## config.mk

```make
export PLATFORM = sky130hd
export DESIGN_NAME = rr_bus_arbiter
export DESIGN_NICKNAME = d
export VERILOG_FILES = /design/src/rtl/arb_pkg.sv /design/src/rtl/arb_rr_pick.sv /design/src/rtl/arb_hold_timer.sv /design/src/rtl/arb_retry_flags.sv /design/src/rtl/rr_bus_arbiter.sv
export SDC_FILE = /design/constraint.sdc
export NUM_CORES = 1
export LEC_CHECK = 0
export ABC_AREA = 1
export BUFFER_PORTS_ARGS = -buffer_cell sky130_fd_sc_hd__clkbuf_2
export CORE_MARGIN = 2
export CORE_UTILIZATION = 25
export DETAILED_ROUTE_END_ITERATION = 10
export GPL_ROUTABILITY_DRIVEN = 0
export SLEW_MARGIN = 15
export SYNTH_ARGS = -nofsm -noshare
export SYNTH_HDL_FRONTEND = slang
export SYNTH_SLANG_ARGS = --single-unit
```

## constraint.sdc

```tcl
create_clock -name clk -period 6.1 [get_ports clk]
set_clock_uncertainty 0.05 [all_clocks]
set_input_delay 0 -clock clk [delete_from_list [all_inputs] [get_ports clk]]
set_output_delay 0 -clock clk [all_outputs]
set_load 0.01 [all_outputs]
```

## src/rtl/arb_pkg.sv

```systemverilog
package arb_pkg;

  typedef enum logic [1:0] {
    OWN_NONE = 2'd0,
    OWN_PEER = 2'd1,
    OWN_HOST = 2'd2
  } owner_e;

  // rotation step: index after idx, wrapping at n
  function automatic int unsigned wrap_next(int unsigned idx, int unsigned n);
    return (idx + 1 >= n) ? 0 : idx + 1;
  endfunction

  // position reached by walking off steps upward from base, wrapping at n
  function automatic int unsigned wrap_add(int unsigned base, int unsigned off,
                                           int unsigned n);
    return (base + off) % n;
  endfunction

endpackage

```

## src/rtl/arb_rr_pick.sv

```systemverilog
module arb_rr_pick #(
  parameter int N  = 8,
  parameter int IW = (N > 1) ? $clog2(N) : 1
) (
  input  logic [N-1:0]  req,
  input  logic [IW-1:0] ptr,
  output logic          win_vld,
  output logic [IW-1:0] win_idx
);
  import arb_pkg::*;

  logic [N-1:0] rot;

  // rotated request view: rot[0] is the peer at the pointer
  for (genvar g = 0; g < N; g++) begin : g_rot
    assign rot[g] = req[wrap_add(int'(ptr), g, N)];
  end

  always_comb begin
    win_vld = 1'b0;
    win_idx = '0;
    for (int k = N - 1; k >= 0; k--) begin
      if (rot[k]) begin
        win_vld = 1'b1;
        win_idx = IW'(wrap_add(int'(ptr), k, N));
      end
    end
  end

endmodule

```

## src/rtl/arb_hold_timer.sv

```systemverilog
module arb_hold_timer #(
  parameter int W = 8
) (
  input  logic         clk,
  input  logic         rst_n,
  input  logic         load,
  input  logic         hold,
  input  logic [W-1:0] limit,
  output logic         reached
);
  localparam logic [W-1:0] CNT_MAX = {W{1'b1}};

  logic [W-1:0] cnt;

  // cnt is the number of cycles the current owner has seen its grant
  always_ff @(posedge clk or negedge rst_n) begin
    if (!rst_n) begin
      cnt <= '0;
    end else if (load) begin
      cnt <= W'(1);
    end else if (hold && cnt != CNT_MAX) begin
      cnt <= cnt + W'(1);
    end
  end

  assign reached = (limit != '0) && (cnt >= limit);

endmodule

```

## src/rtl/arb_retry_flags.sv

```systemverilog
module arb_retry_flags #(
  parameter int N = 8
) (
  input  logic         clk,
  input  logic         rst_n,
  input  logic [N-1:0] set_vec,
  input  logic [N-1:0] clr_vec,
  output logic [N-1:0] flags
);
  for (genvar g = 0; g < N; g++) begin : g_flag
    always_ff @(posedge clk or negedge rst_n) begin
      if (!rst_n)          flags[g] <= 1'b0;
      else if (set_vec[g]) flags[g] <= 1'b1;
      else if (clr_vec[g]) flags[g] <= 1'b0;
    end
  end

endmodule

```

## src/rtl/rr_bus_arbiter.sv

```systemverilog
module rr_bus_arbiter #(
  parameter int N_PEERS = 8,
  parameter int HOLD_W  = 8
) (
  input  logic              clk,
  input  logic              rst_n,
  input  logic [HOLD_W-1:0] hold_limit,
  input  logic [N_PEERS-1:0] peer_req,
  input  logic [N_PEERS-1:0] peer_lock,
  input  logic              host_req,
  input  logic              host_backoff,
  output logic [N_PEERS-1:0] peer_gnt,
  output logic              host_gnt,
  output logic [N_PEERS-1:0] peer_retry
);
  import arb_pkg::*;

  localparam int IW = (N_PEERS > 1) ? $clog2(N_PEERS) : 1;
  localparam logic [N_PEERS-1:0] ONE = {{(N_PEERS-1){1'b0}}, 1'b1};

  owner_e        own_state;
  logic [IW-1:0] own_idx;
  logic [IW-1:0] rot_ptr;

  // named internal events
  logic              host_want;
  logic              bus_free;
  logic              pick_vld;
  logic [IW-1:0]     pick_idx;
  logic [N_PEERS-1:0] own_mask;
  logic              owner_req;
  logic              owner_lock;
  logic              others_pend;
  logic              limit_hit;
  logic              fair_expire;
  logic              abort_evt;
  logic              peer_release;
  logic              host_release;
  logic              grant_host_evt;
  logic              grant_peer_evt;
  logic [N_PEERS-1:0] retry_set;
  logic [N_PEERS-1:0] retry_clr;

  assign host_want = host_req | host_backoff;
  assign bus_free  = (own_state == OWN_NONE);
  assign own_mask  = ONE << own_idx;
  assign owner_req  = |(peer_req & own_mask);
  assign owner_lock = |(peer_lock & own_mask);
  assign others_pend = host_want | (|(peer_req & ~own_mask));

  arb_rr_pick #(.N(N_PEERS), .IW(IW)) u_pick (
    .req    (peer_req),
    .ptr    (rot_ptr),
    .win_vld(pick_vld),
    .win_idx(pick_idx)
  );

  assign grant_host_evt = bus_free && host_want;
  assign grant_peer_evt = bus_free && !host_want && pick_vld;

  arb_hold_timer #(.W(HOLD_W)) u_hold (
    .clk    (clk),
    .rst_n  (rst_n),
    .load   (grant_peer_evt),
    .hold   (own_state == OWN_PEER),
    .limit  (hold_limit),
    .reached(limit_hit)
  );

  assign fair_expire  = (own_state == OWN_PEER) && limit_hit && others_pend &&
                        !owner_lock;
  assign abort_evt    = (own_state == OWN_PEER) && host_backoff;
  assign peer_release = (own_state == OWN_PEER) &&
                        (abort_evt || fair_expire || (!owner_req && !owner_lock));
  assign host_release = (own_state == OWN_HOST) && !host_want;

  assign retry_set = abort_evt ? own_mask : '0;
  assign retry_clr = grant_peer_evt ? (ONE << pick_idx) : '0;

  arb_retry_flags #(.N(N_PEERS)) u_retry (
    .clk    (clk),
    .rst_n  (rst_n),
    .set_vec(retry_set),
    .clr_vec(retry_clr),
    .flags  (peer_retry)
  );

  // ownership state; a release always passes through OWN_NONE for one cycle
  always_ff @(posedge clk or negedge rst_n) begin
    if (!rst_n) begin
      own_state <= OWN_NONE;
      own_idx   <= '0;
      rot_ptr   <= '0;
    end else begin
      unique case (own_state)
        OWN_NONE: begin
          if (grant_host_evt) begin
            own_state <= OWN_HOST;
          end else if (grant_peer_evt) begin
            own_state <= OWN_PEER;
            own_idx   <= pick_idx;
            rot_ptr   <= IW'(wrap_next(int'(pick_idx), N_PEERS));
          end
        end
        OWN_PEER: if (peer_release) own_state <= OWN_NONE;
        OWN_HOST: if (host_release) own_state <= OWN_NONE;
        default:  own_state <= OWN_NONE;
      endcase
    end
  end

  assign peer_gnt = (own_state == OWN_PEER) ? own_mask : '0;
  assign host_gnt = (own_state == OWN_HOST);

endmodule

```

Word-level counts from Yosys, hierarchy flattened
Cells that the tools add are included.
- register bits after elaboration: 24
- logic and storage cells: 138
- input bits: 28
- output and inout bits: 17
- $lt $le $gt $ge: 10
- add/subtract/negate cells: 9
- bitwise gates (word level): 7
- reductions and logical operators: 33
- muxes and demuxes: 59
- equality and inequality tests: 6
- shift-type cells: 2
- operator list (operator ; count):
    $mux 8 ; 5
    $lt 3x4->1 const B ; 8
    $mux 1 ; 32
    $mux 3 ; 9
    $and 8x8->8 ; 3
    $bmux 1 s3 ; 8
    $reduce_or 8->1 ; 3
    $reduce_bool 2->1 ; 9
    $shl 1x3->8 const A ; 2
    $add 3x3->3 const B ; 4
    $logic_and 1x1->1 ; 12
    $add 8x1->8 const B ; 1
    $ge 8x8->1 ; 1
    $mux 2 ; 4
    $ne 8x8->1 const B ; 1
    $not 8->8 ; 1
    $reduce_bool 8->1 ; 1
    $add 3x2->3 const B ; 2
    $pmux 2 s3 ; 1
    $reduce_and 3->1 ; 2
    $add 3x1->4 const B ; 1
    $ge 4x4->1 const B ; 1
    $add 3x1->3 const B ; 1
    $logic_not 1->1 ; 3
    9 further kinds ; 11

Logic depth before layout (Yosys ltp)
Gate-level depths: netlist (run 1).
- depth in word-level cells: 15
- gate-level depth with buffers: 24
- gate-level depth less buffers: 23

Modules after synthesis
From an unflattened synthesis (run 1), not the netlist that was laid out.
- cell total of the unflattened synthesis: 408
- area total of the unflattened synthesis: 2593.7 um2
- by module, submodules not included (module ; area each (um2) ; cells each ; times used):
    rr_bus_arbiter ; 804.5 ; 140 ; 1
    arb_rr_pick ; 739.5 ; 122 ; 1
    arb_hold_timer ; 729.4 ; 106 ; 1
    arb_retry_flags ; 320.3 ; 40 ; 1

Worst setup path before layout (run 1)
OpenSTA, ideal clock, no wires.
- kind: register -> register
- start point: register rot_ptr[1]
- end point: register rot_ptr[2]
- arrival: 2533 ps
- required time: 5933 ps
- path buffers: 1
- period minus slack after synthesis: 2700 ps
- setup slack: 3400 ps
- stages on the path, launching flop included: 22
- setup time: 117 ps
- cells stage by stage: dfrtp_1 buf_4 inv_2 ha_1 inv_2 nand3_2 nand3_1 nand2_2 a21oi_1 nand2_1 nand2_1 nand3_1 nand2_1 nand2_1 nand2_1 inv_1 ha_1 ha_1 inv_1 nor2_1 nand2_1 nand2_1
- word-level cells in the longest chain between the ends: 14
- elaborated cells on any way between the ends: 44
- classes of those cells: add/sub: 8; order compare: 1; mux: 33; reduce/logical: 2
- ends and longest elaborated chain (item ; line ; text):
    start, declared ; rr_bus_arbiter.sv:23 ; logic [IW-1:0] rot_ptr;
    start signal, assigned ; rr_bus_arbiter.sv:102 ; rot_ptr <= IW'(wrap_next(int'(pick_idx), N_PEERS));
    $add 3x3->3 ; arb_pkg.sv:17 ; return (base + off) % n;
    $bmux 1 s3 ; arb_rr_pick.sv:16 ; assign rot[g] = req[wrap_add(int'(ptr), g, N)];
    $mux 1 (not written as such) ; arb_rr_pick.sv:16 ;
    $mux 3 (7 in series) ; arb_rr_pick.sv:23 ; if (rot[k]) begin
    $mux 3 (*) ; arb_rr_pick.sv:23 ;
    named net pick_idx[1] ; rr_bus_arbiter.sv:29 ; logic [IW-1:0] pick_idx;
    $add 3x1->4 (*) ; arb_pkg.sv:11 ; return (idx + 1 >= n) ? 0 : idx + 1;
    $ge 4x4->1 ; arb_pkg.sv:11 ;
    $mux 3 (*) ; arb_pkg.sv:11 ;
The timed path passes the listed nets; every way through them passes the cells marked *. The select of a mux whose other input is x is not followed.
A chain may end at the register's enable or synchronous reset.

Final worst setup path (run 1)
- start point: register rot_ptr[0]
- end point: register rot_ptr[2]
Same word-level chain as after synthesis.

==> results of run 1 <==
-- sequential cells by signal, summed over array words and instances (netlist names) --
signal / count
own_idx: 3
own_state: 2
rot_ptr: 3
u_hold.cnt: 8
u_retry.flags: 8
-- cells in the mapped netlist --
cell type and count:
sky130_fd_sc_hd__a21boi_2 1, sky130_fd_sc_hd__a21oi_1 13, sky130_fd_sc_hd__a21oi_2 1, sky130_fd_sc_hd__a221oi_1 4, sky130_fd_sc_hd__a22o_1 1, sky130_fd_sc_hd__a22oi_1 2, sky130_fd_sc_hd__a31oi_1 1, sky130_fd_sc_hd__buf_4 2
sky130_fd_sc_hd__buf_6 3, sky130_fd_sc_hd__dfrtp_1 24, sky130_fd_sc_hd__ha_1 16, sky130_fd_sc_hd__inv_1 49, sky130_fd_sc_hd__inv_2 12, sky130_fd_sc_hd__inv_4 1, sky130_fd_sc_hd__nand2_1 105, sky130_fd_sc_hd__nand2_2 16
sky130_fd_sc_hd__nand2_4 1, sky130_fd_sc_hd__nand3_1 33, sky130_fd_sc_hd__nand3_2 12, sky130_fd_sc_hd__nand4_1 6, sky130_fd_sc_hd__nand4_2 1, sky130_fd_sc_hd__nor2_1 23, sky130_fd_sc_hd__nor2_2 3, sky130_fd_sc_hd__nor2_4 1
sky130_fd_sc_hd__nor3_1 7, sky130_fd_sc_hd__nor3_2 1, sky130_fd_sc_hd__nor4_1 1, sky130_fd_sc_hd__o2111a_1 1, sky130_fd_sc_hd__o2111ai_1 1, sky130_fd_sc_hd__o21a_1 1, sky130_fd_sc_hd__o21ai_0 10, sky130_fd_sc_hd__o21ai_1 7
sky130_fd_sc_hd__o2bb2ai_1 1, sky130_fd_sc_hd__o31ai_2 1, sky130_fd_sc_hd__xnor2_1 1, sky130_fd_sc_hd__xor2_1 2
-- per-stage QoR --
step	worst slack (ns)	utilization, %	power, mW	std cells	hold WS, ns
finish	2.82	30.5	1.47	539	0.00355
global route	2.52	30.5	1.63	539	0.0400
CTS	2.85	30.5	1.46	539	0.00152
detailed placement	2.87	29.5	1.32	533	0.00269
global placement	3.00	29.5	1.30	533	-0.00112
floorplan	3.40	-	1.09	365	-0.346
-- final timing paths --
| kind | cells past startpoint | startpoint | to | slack [ns] |
|---|---|---|---|---|
| worst min register to register | 2 | u_retry.flags[6] | u_retry.flags[6] | 0.44 |
| worst max register to register | 21 | rot_ptr[0] | rot_ptr[2] | 2.82 |
| max in group asynchronous | 2 | rst_n | u_hold.cnt[1] | 5.37 |
| min in group asynchronous | 2 | rst_n | u_hold.cnt[4] | 0.22 |
| worst max-delay path | 21 | rot_ptr[0] | rot_ptr[2] | 2.82 |
| worst min-delay path | 3 | host_req | own_state[1] | 0.004 |
-- per-layer routing --
layer | vias up | routed length [um] | share of wire [%]
met3 | 4 | 314 | 4.8
li1 | 1271 | - | -
met5 | - | 0 | 0
met4 | 0 | 40 | 0.61
met1 | 1150 | 3230 | 49
met2 | 77 | 2950 | 45
-- power by group through the flow --
stage               clock network (mW)  registers [mW]  logic, mW
CTS                              0.144           0.279       1.04
detailed placement                   0           0.282       1.03
global placement                     0           0.278       1.02
finish                           0.140           0.279       1.05
global route                     0.151           0.290       1.19
floorplan                            0           0.254      0.836
-- area by class of cell --
cell class / count / area [um2]
flip-flops and latches: 24 / 601
clock inverters: 1 / 30.0
inverters: 62 / 235
fillers: 1032 / 6460
multi-input cells: 274 / 1520
repair buffers: 46 / 240
well taps: 129 / 161
clock buffers: 3 / 41.3
-- kinds of logic (layout without fill, tap and decap cells) --
group / Yosys count / count (layout) / share of synthesized area [%]
and+or+nand+nor: 210 / 210 / 42.0
DFF: 24 / 24 / 25.0
AOI/OAI and AO/OA: 45 / 45 / 11.8
adders and majority gates: 16 / 16 / 8.33
buffers and inverters: 67 / 112 / 11.8
xor gates and xnor gates: 3 / 3 / 1.09
-- worst reg2reg max path, stage by stage (launching register included) --
cell and delay, ns:
sky130_fd_sc_hd__dfrtp_1 0.67, sky130_fd_sc_hd__inv_2 0.18, sky130_fd_sc_hd__ha_1 0.48, sky130_fd_sc_hd__inv_2 0.11, sky130_fd_sc_hd__nand3_2 0.10, sky130_fd_sc_hd__nand3_1 0.10, sky130_fd_sc_hd__nand2_2 0.12, sky130_fd_sc_hd__inv_1 0.07
sky130_fd_sc_hd__nand3_1 0.07, sky130_fd_sc_hd__nand2_1 0.06, sky130_fd_sc_hd__nand2_1 0.06, sky130_fd_sc_hd__nand3_1 0.07, sky130_fd_sc_hd__nand2_1 0.06, sky130_fd_sc_hd__nand2_1 0.06, sky130_fd_sc_hd__nand2_1 0.14, sky130_fd_sc_hd__inv_1 0.09
sky130_fd_sc_hd__ha_1 0.22, sky130_fd_sc_hd__ha_1 0.27, sky130_fd_sc_hd__inv_1 0.05, sky130_fd_sc_hd__nor2_1 0.04, sky130_fd_sc_hd__nand2_1 0.06, sky130_fd_sc_hd__nand2_1 0.05
-- what timing repair did --
action                                 in CTS  in global routing
hold buffers                                2                  0
setup endpoints to repair                   0                  0
endpoints found under the hold margin      25                  0
==> results.md, run 1 <==
- Critical Path RT: 6.22 ns
- First-pass GRT wire length: 10700 um
- Worst path most repeated cell: sky130_fd_sc_hd__nand2_1
- Worst-margin pin slew: 0.697 ns
- Routed wirelength normalized by instance count: 12.1 um
- Count of antenna-violating nets left after detailed routing: 0
- CTS tree: yes
- Number of levels the H-tree was split into: 1
- FF+latch count, synth: 24
- Post-cts gate resize count: 0
- Category of the critical setup timing path: flop to flop
- Remaining DRCs: 0
- Cell with the biggest individual delay on the critical path: sky130_fd_sc_hd__dfrtp_1
- CP peak stage delay: 0.67 ns
- Ys Warns: 0
- Met1 Use GR: 17.3%
- Via count of the first global-routing pass: 2309
- Cells after synthesis: 365
- Top cell type by total area after synthesis: sky130_fd_sc_hd__dfrtp_1
- Int Power: 0.648 mW
- Part of the power in registers: 19.0%
- Switching share of power: 55.8%
- Maximum clock frequency: 305 MHz
- Post-synthesis instance area: 2400 um2
- Unique cell type count in the Yosys netlist: 36
- Gr usage total: 12.7%
- Height of the die: 102 um
- Post CTS Setup Buffer Count: 0
- Register area share after synthesis: 25.0%
- Total power divided by cell area: 519 nW/um2
- Global route hottest layer: met2
- CTS root buf: sky130_fd_sc_hd__clkbuf_8
- Tmin final: 3.28 ns
- Fraction of post-synthesis cell area in the top cell type by area: 25.0%
- Clock edge transition at the registers on the reported setup and hold paths: 0.09 ns
- Mean Syn Cell Area: 6.59 um2
- Kind of end point of the critical path: flop
- Max-capacitance violation count: 0
- Deepest clock path buffer count: 2
- Core footprint: 9280 um2
- Number of clock buffers inserted by TritonCTS: 3
- Leakage: 1.52 nW
- Final-layout setup total negative slack: 0 ns
- Layout Nets: 455
- Final setup viols: 0
- Fraction of power consumed by combinational cells: 71.5%
- Status: complete, no violations
- Setup repair after global routing missed its margin: no
- Net count after synthesis: 409
- Area of all placed cells without fillers: 2830 um2
- Count of pins over their slew limit: 0
- Number of iterations in the first detailed-routing pass: 5
- Fraction of met3 tracks used by global routing: 1.85%
- Count of vias placed by the detailed router: 2502
- Count of inserted antenna diode cells: 0
- Clock tree sinks: 24
- Total of buffers placed on input and output ports: 44
- Clk_lat worst skew: 0.27 ns
- Highest net fanout along the worst path: 13
- Antenna violations before repair: 0
- Fraction of the cycle the final worst path needs: 53.7%
- Count of boundary I/O pins: 45
- Worst-case headroom to the max-slew limit: 53.1%
- Post-Route WL: 6530 um
- Pin count of the biggest net entering global routing: 25
- Total net switching power: 0.820 mW
- Area added between synthesis and finish: 17.6%
- Number of buffers and inverters on the critical path: 5
- Family with the most delay on the worst path: simple AND/OR/NAND/NOR gates
- Chip Width: 102 um
- Total number of placement rows: 35
- Share of layout cells above drive strength 1: 24.1%
- Starting density of the core: 25.9%
- Hold Vio Cnt, Final: 0
- Overflow after GRT: 0
- VDD IR-drop max: 0.000122 V
- Worst EP arrival: 3.39 ns
- Overall die area: 10400 um2
- Top area cells in the synthesized netlist: sky130_fd_sc_hd__dfrtp_1 (25%), sky130_fd_sc_hd__nand2_1 (16%), sky130_fd_sc_hd__ha_1 (8.3%), sky130_fd_sc_hd__inv_1 (7.7%), sky130_fd_sc_hd__nand3_1 (6.9%)
- Worst Hold Class: input port to flop
- Post-DP Area: 2740 um2
- Part of the power in the clock network: 9.6%
- Global-route met2 utilization: 21.7%
- Most frequent cells in the layout: sky130_fd_sc_hd__nand2_1 (105), sky130_fd_sc_hd__inv_1 (49), sky130_fd_sc_hd__clkbuf_2 (44), sky130_fd_sc_hd__nand3_1 (33), sky130_fd_sc_hd__dfrtp_1 (24)
- Most common library cell in the layout ignoring fill and taps: sky130_fd_sc_hd__nand2_1
- Cells along the critical path: inv_2 > ha_1 > inv_2 > nand3_2 > nand3_1 > nand2_2 > inv_1 > nand3_1 > nand2_1 > nand2_1 > nand3_1 > nand2_1 > nand2_1 > nand2_1 > inv_1 > ha_1 > ha_1 > inv_1 > nor2_1 > nand2_1 > nand2_1
- Launching element type of the critical path: flop
- Via density per instance: 4.64
- DPL Wire Length: 5290 um
- Initial DRC Count: 119
Power figures use the tool's default switching activity.
==> inputs of run 2 (changes only) <==
- ABC_AREA: 1 -> 0
- clock period: 6.1 -> 2.8 ns (I/O delays scaled with it)
==> run 2 against run 1 <==
  * The run now ends with setup timing left
  * Via count rose by 3.9%
  * Count of clock-buffer cells in the layout rose by 1
  * Sequential share of layout area fell by 4.0 points
  * Global-route usage rose by 1.1 points
  * Setup slack got worse by 3.0 ns
  * Wire length rose by 19%
  * Critical path depth fell by 11
  * Register-to-register slack got worse by 3.0 ns
  * Sequential cell count did not move
  * Critical path type unchanged
  * Critical endpoint unchanged
  * Largest cell class unchanged
==> results.md, run 2 <==
- Final WS setup: -0.179 ns (was 2.82 ns)
- Switching share of power: 45.7% (was 55.8%)
- Last element of the critical path: rot_ptr[2] (unchanged)
- Overflow after GRT: 0 (unchanged)
- Cells after synthesis: 307 (was 365)
- Failing checks: setup timing
- Remaining DRCs: 0 (unchanged)
- Part of the power in registers: 14.1% (was 19.0%)
- CTS root buf: sky130_fd_sc_hd__clkbuf_8 (unchanged)
- Post-synthesis instance area: 2490 um2 (was 2400 um2)
- Via count of the first global-routing pass: 2590 (was 2309)
- Total power divided by cell area: 1210 nW/um2 (was 519 nW/um2)
- Final-layout setup total negative slack: -0.984 ns (was 0 ns)
- Count of flip-flops with a built-in enable after synthesis: 0 (unchanged)
- Worst Hold Class: input port to async pin (was input port to flop)
- Number of iterations in the first detailed-routing pass: 5 (unchanged)
- Gr usage total: 13.8% (was 12.7%)
- Compound-cell area share of the yosys netlist: 19.7% (was 11.8%)
- Fraction of post-synthesis cell area in the top cell type by area: 24.1% (was 25.0%)
- Unique cell type count in the Yosys netlist: 58 (was 36)
- Layout Nets: 437 (was 455)
- Most common library cell in the layout ignoring fill and taps: sky130_fd_sc_hd__buf_4 (was sky130_fd_sc_hd__nand2_1)
- Worst EP arrival: 3.07 ns (was 3.39 ns)
- Total net switching power: 1.94 mW (was 0.820 mW)
- Async set or reset register ratio after synthesis: 100% (unchanged)
- Mux cell area share after synthesis: 14.2% (was 0%)
- Highest net fanout along the worst path: 8 (was 13)
- Most used standard cell by instance count after synthesis: sky130_fd_sc_hd__nand2_1 (unchanged)
- Top cell type by total area after synthesis: sky130_fd_sc_hd__dfrtp_1 (unchanged)
- Count of antenna-violating nets left after detailed routing: 0 (unchanged)
- Leakage: 1.61 nW (was 1.52 nW)
- Max-capacitance violation count: 0 (unchanged)
- Critical Path RT: 2.89 ns (was 6.22 ns)
- Starting density of the core: 25.6% (was 25.9%)
- Kind of end point of the critical path: flop (unchanged)
- Area of all placed cells without fillers: 3490 um2 (was 2830 um2)
- Clock edge transition at the registers on the reported setup and hold paths: 0.09 ns (about the same)
- Register area share after synthesis: 24.1% (was 25.0%)
- Fraction of the cycle the final worst path needs: 106% (was 53.7%)
- Pin count of the biggest net entering global routing: 25 (unchanged)
- Count of inserted antenna diode cells: 0 (unchanged)
- Overall die area: 10800 um2 (was 10400 um2)
- Hold Vio Cnt, Final: 0 (unchanged)
- Part of the power in the clock network: 5.6% (was 9.6%)
- Final std cells w/o fill: 525 (was 539)
- Synthesized-area fraction occupied by adder cells: 8.05% (was 8.33%)
- Launch point of the critical path: rot_ptr[0] (unchanged)
- Status: finished with violations (was complete, no violations)
- Share of the synthesized netlist area taken by xor and xnor gates: 3.52% (was 1.09%)
- Number of cells on the worst reg-to-reg path: 10 (was 21)
- Launching element type of the critical path: flop (unchanged)
- Prevailing post-synth register cell: sky130_fd_sc_hd__dfrtp_1 (unchanged)
- Net count after synthesis: 351 (was 409)
- Chip Width: 104 um (was 102 um)
- Via density per instance: 4.95 (was 4.64)
- Dominant combinational cell family by area after synthesis: simple AND/OR/NAND/NOR gates (unchanged)
- DPL Wire Length: 6050 um (was 5290 um)
- Core footprint: 9730 um2 (was 9280 um2)
- FF-to-FF setup slack: -0.18 ns (was 2.82 ns)
- Worst-case headroom to the max-slew limit: 59.0% (was 53.1%)
- Antenna violations before repair: 0 (unchanged)
- Height of the die: 104 um (was 102 um)
- VDD IR-drop max: 0.000511 V (was 0.000122 V)
- Top area cells in the synthesized netlist: sky130_fd_sc_hd__dfrtp_1 (24%), sky130_fd_sc_hd__ha_1 (8.0%), sky130_fd_sc_hd__mux2i_1 (6.4%), sky130_fd_sc_hd__nand2_1 (5.3%), sky130_fd_sc_hd__mux4_2 (4.5%) (was sky130_fd_sc_hd__dfrtp_1 (25%), sky130_fd_sc_hd__nand2_1 (16%), sky130_fd_sc_hd__ha_1 (8.3%), sky130_fd_sc_hd__inv_1 (7.7%), sky130_fd_sc_hd__nand3_1 (6.9%))
- Most instantiated cells after synthesis: sky130_fd_sc_hd__nand2_1 (35), sky130_fd_sc_hd__nor2_1 (29), sky130_fd_sc_hd__dfrtp_1 (24) (was sky130_fd_sc_hd__nand2_1 (105), sky130_fd_sc_hd__inv_1 (49), sky130_fd_sc_hd__nand3_1 (33))
- Post-Route WL: 7800 um (was 6530 um)
- Clock tree sinks: 24 (unchanged)
- Simple-gate portion of the synthesized area: 23.0% (was 42.0%)
- Most frequent cells in the layout: sky130_fd_sc_hd__buf_4 (47), sky130_fd_sc_hd__clkbuf_2 (44), sky130_fd_sc_hd__nand2_1 (33), sky130_fd_sc_hd__nor2_1 (28), sky130_fd_sc_hd__dfrtp_1 (23) (was sky130_fd_sc_hd__nand2_1 (105), sky130_fd_sc_hd__inv_1 (49), sky130_fd_sc_hd__clkbuf_2 (44), sky130_fd_sc_hd__nand3_1 (33), sky130_fd_sc_hd__dfrtp_1 (24))
- Area added between synthesis and finish: 40.3% (was 17.6%)
- Total number of placement rows: 36 (was 35)
- FF+latch count, synth: 24 (unchanged)
- First-pass GRT wire length: 12600 um (was 10700 um)
- Clk_lat worst skew: 0.26 ns (was 0.27 ns)
- Count of pins over their slew limit: 0 (unchanged)
- Deepest clock path buffer count: 2 (unchanged)
- Mean Syn Cell Area: 8.10 um2 (was 6.59 um2)
- Count of vias placed by the detailed router: 2599 (was 2502)
- Minimum setup slack after placement: -0.267 ns (was 2.87 ns)
- Post-DP Area: 3150 um2 (was 2740 um2)
- Reg2Reg Capture Point: rot_ptr[2] (unchanged)
- Worst-margin pin slew: 0.615 ns (was 0.697 ns)
- Initial DRC Count: 89 (was 119)
- Int Power: 2.30 mW (was 0.648 mW)
- Count of boundary I/O pins: 45 (unchanged)
- Total of buffers placed on input and output ports: 44 (unchanged)
- Final setup viols: 11 (was 0)
- Largest registers ranked by flip-flop count: u_hold.cnt: 8 flops, u_retry.flags: 8 flops (unchanged)
- Fillers: 1029 (was 1032)
- Origin of the critical flop-to-flop path: rot_ptr[0] (unchanged)
- Ys Warns: 0 (unchanged)
- CTS tree: yes (unchanged)
- Fraction of power consumed by combinational cells: 80.3% (was 71.5%)
- Routed wirelength normalized by instance count: 14.9 um (was 12.1 um)
- Category of the critical setup timing path: flop to flop (unchanged)
- Share of layout cells above drive strength 1: 38.0% (was 24.1%)
- Number of placed cells counting well taps: 508 (was 533)
- Maximum clock frequency: 336 MHz (was 305 MHz)
- Tmin final: 2.98 ns (was 3.28 ns)
- Setup repair after global routing missed its margin: yes (was no)
- Number of clock buffers inserted by TritonCTS: 3 (unchanged)
- Number of levels the H-tree was split into: 1 (unchanged)
-- run 2: cell count changes in the layout (fill, tap and decap cells not counted), moves of 11 or more --
cell and delta:
sky130_fd_sc_hd__mux2i_1 +15, sky130_fd_sc_hd__nand2_1 -72, sky130_fd_sc_hd__buf_4 +47, sky130_fd_sc_hd__nand3_2 -11
sky130_fd_sc_hd__nand3_1 -27, sky130_fd_sc_hd__inv_1 -30, sky130_fd_sc_hd__nand2_2 -15, sky130_fd_sc_hd__inv_2 -11
-- run 2: worst min path at each step --
stage / startpoint / end
after floorplan: rst_n / own_idx[0]
after global placement: rst_n / u_hold.cnt[3]
after detailed placement: rst_n / u_hold.cnt[2]
after CTS: rst_n / u_hold.cnt[2]
after global routing: rst_n / u_hold.cnt[3]
final: rst_n / u_hold.cnt[4]
-- run 2: cell type report --
cell class / instances / area, um2 / area share [%]
multi-input combinational: 243 / 1930 / 55.2
timing repair buffer: 98 / 648 / 18.6
sequential: 24 / 602 / 17.2
tap: 133 / 166 / 4.77
inverter: 23 / 92.6 / 2.65
clock buffer: 4 / 55.1 / 1.58
-- run 2: timing repair --
item                       in CTS  in global routing
setup endpoints to repair      10                 14
hold endpoints to repair       26                  0
hold buffers                    3                  0
resized for setup               7                 34
setup buffers                   5                  5
pin swaps                       7                  6
-- run 2: metrics by stage --
step / hold slack [ns] / util [%] / power [mW]
2_1_floorplan: -0.346 / - / 2.38
3_3_place_gp: -0.0155 / 32.4 / 3.27
3_5_place_dp: -0.00653 / 32.4 / 3.30
4_1_cts: 0.248 / 33.9 / 3.74
5_1_grt: 0.266 / 35.9 / 4.57
6_report: 0.228 / 35.9 / 4.24
-- run 2: worst max-delay path, cell delays in order (launching register included) --
cell                      delay, ns
sky130_fd_sc_hd__dfrtp_2       0.42
sky130_fd_sc_hd__buf_4         0.19
sky130_fd_sc_hd__mux4_2        0.55
sky130_fd_sc_hd__mux2i_4       0.25
sky130_fd_sc_hd__a21oi_1       0.12
sky130_fd_sc_hd__or3_1         0.39
sky130_fd_sc_hd__a211o_4       0.37
sky130_fd_sc_hd__ha_4          0.18
sky130_fd_sc_hd__ha_4          0.23
sky130_fd_sc_hd__nand2_2       0.05
sky130_fd_sc_hd__o22ai_2       0.05
-- run 2: logic make-up after synthesis --
| group | Yosys count |
|---|---|
| AO/OA/AOI/OAI | 74 |
| XOR/XNOR | 10 |
| adder cells (fa/ha/maj) | 16 |
| buffers and inverters | 40 |
| flip-flops | 24 |
| multiplexers | 27 |
| AND/OR/NAND/NOR | 116 |
-- run 2: power by group through the flow --
stage | clock, mW | combinational [mW] | sequential [mW]
2_1_floorplan | 0 | 1.87 | 0.512
3_3_place_gp | 0 | 2.68 | 0.592
3_5_place_dp | 0 | 2.71 | 0.595
4_1_cts | 0.242 | 2.90 | 0.592
5_1_grt | 0.261 | 3.70 | 0.615
6_report | 0.236 | 3.40 | 0.596
-- run 2: routing by layer --
| layer | vias up | global-route usage [%] | wire (um) |
|---|---|---|---|
| li1 | 1283 | - | - |
| met1 | 1253 | 17.8 | 3550 |
| met2 | 54 | 25.4 | 3940 |
| met3 | 9 | 0.881 | 181 |
| met4 | 0 | 2.70 | 129 |
| met5 | - | 0 | 0 |
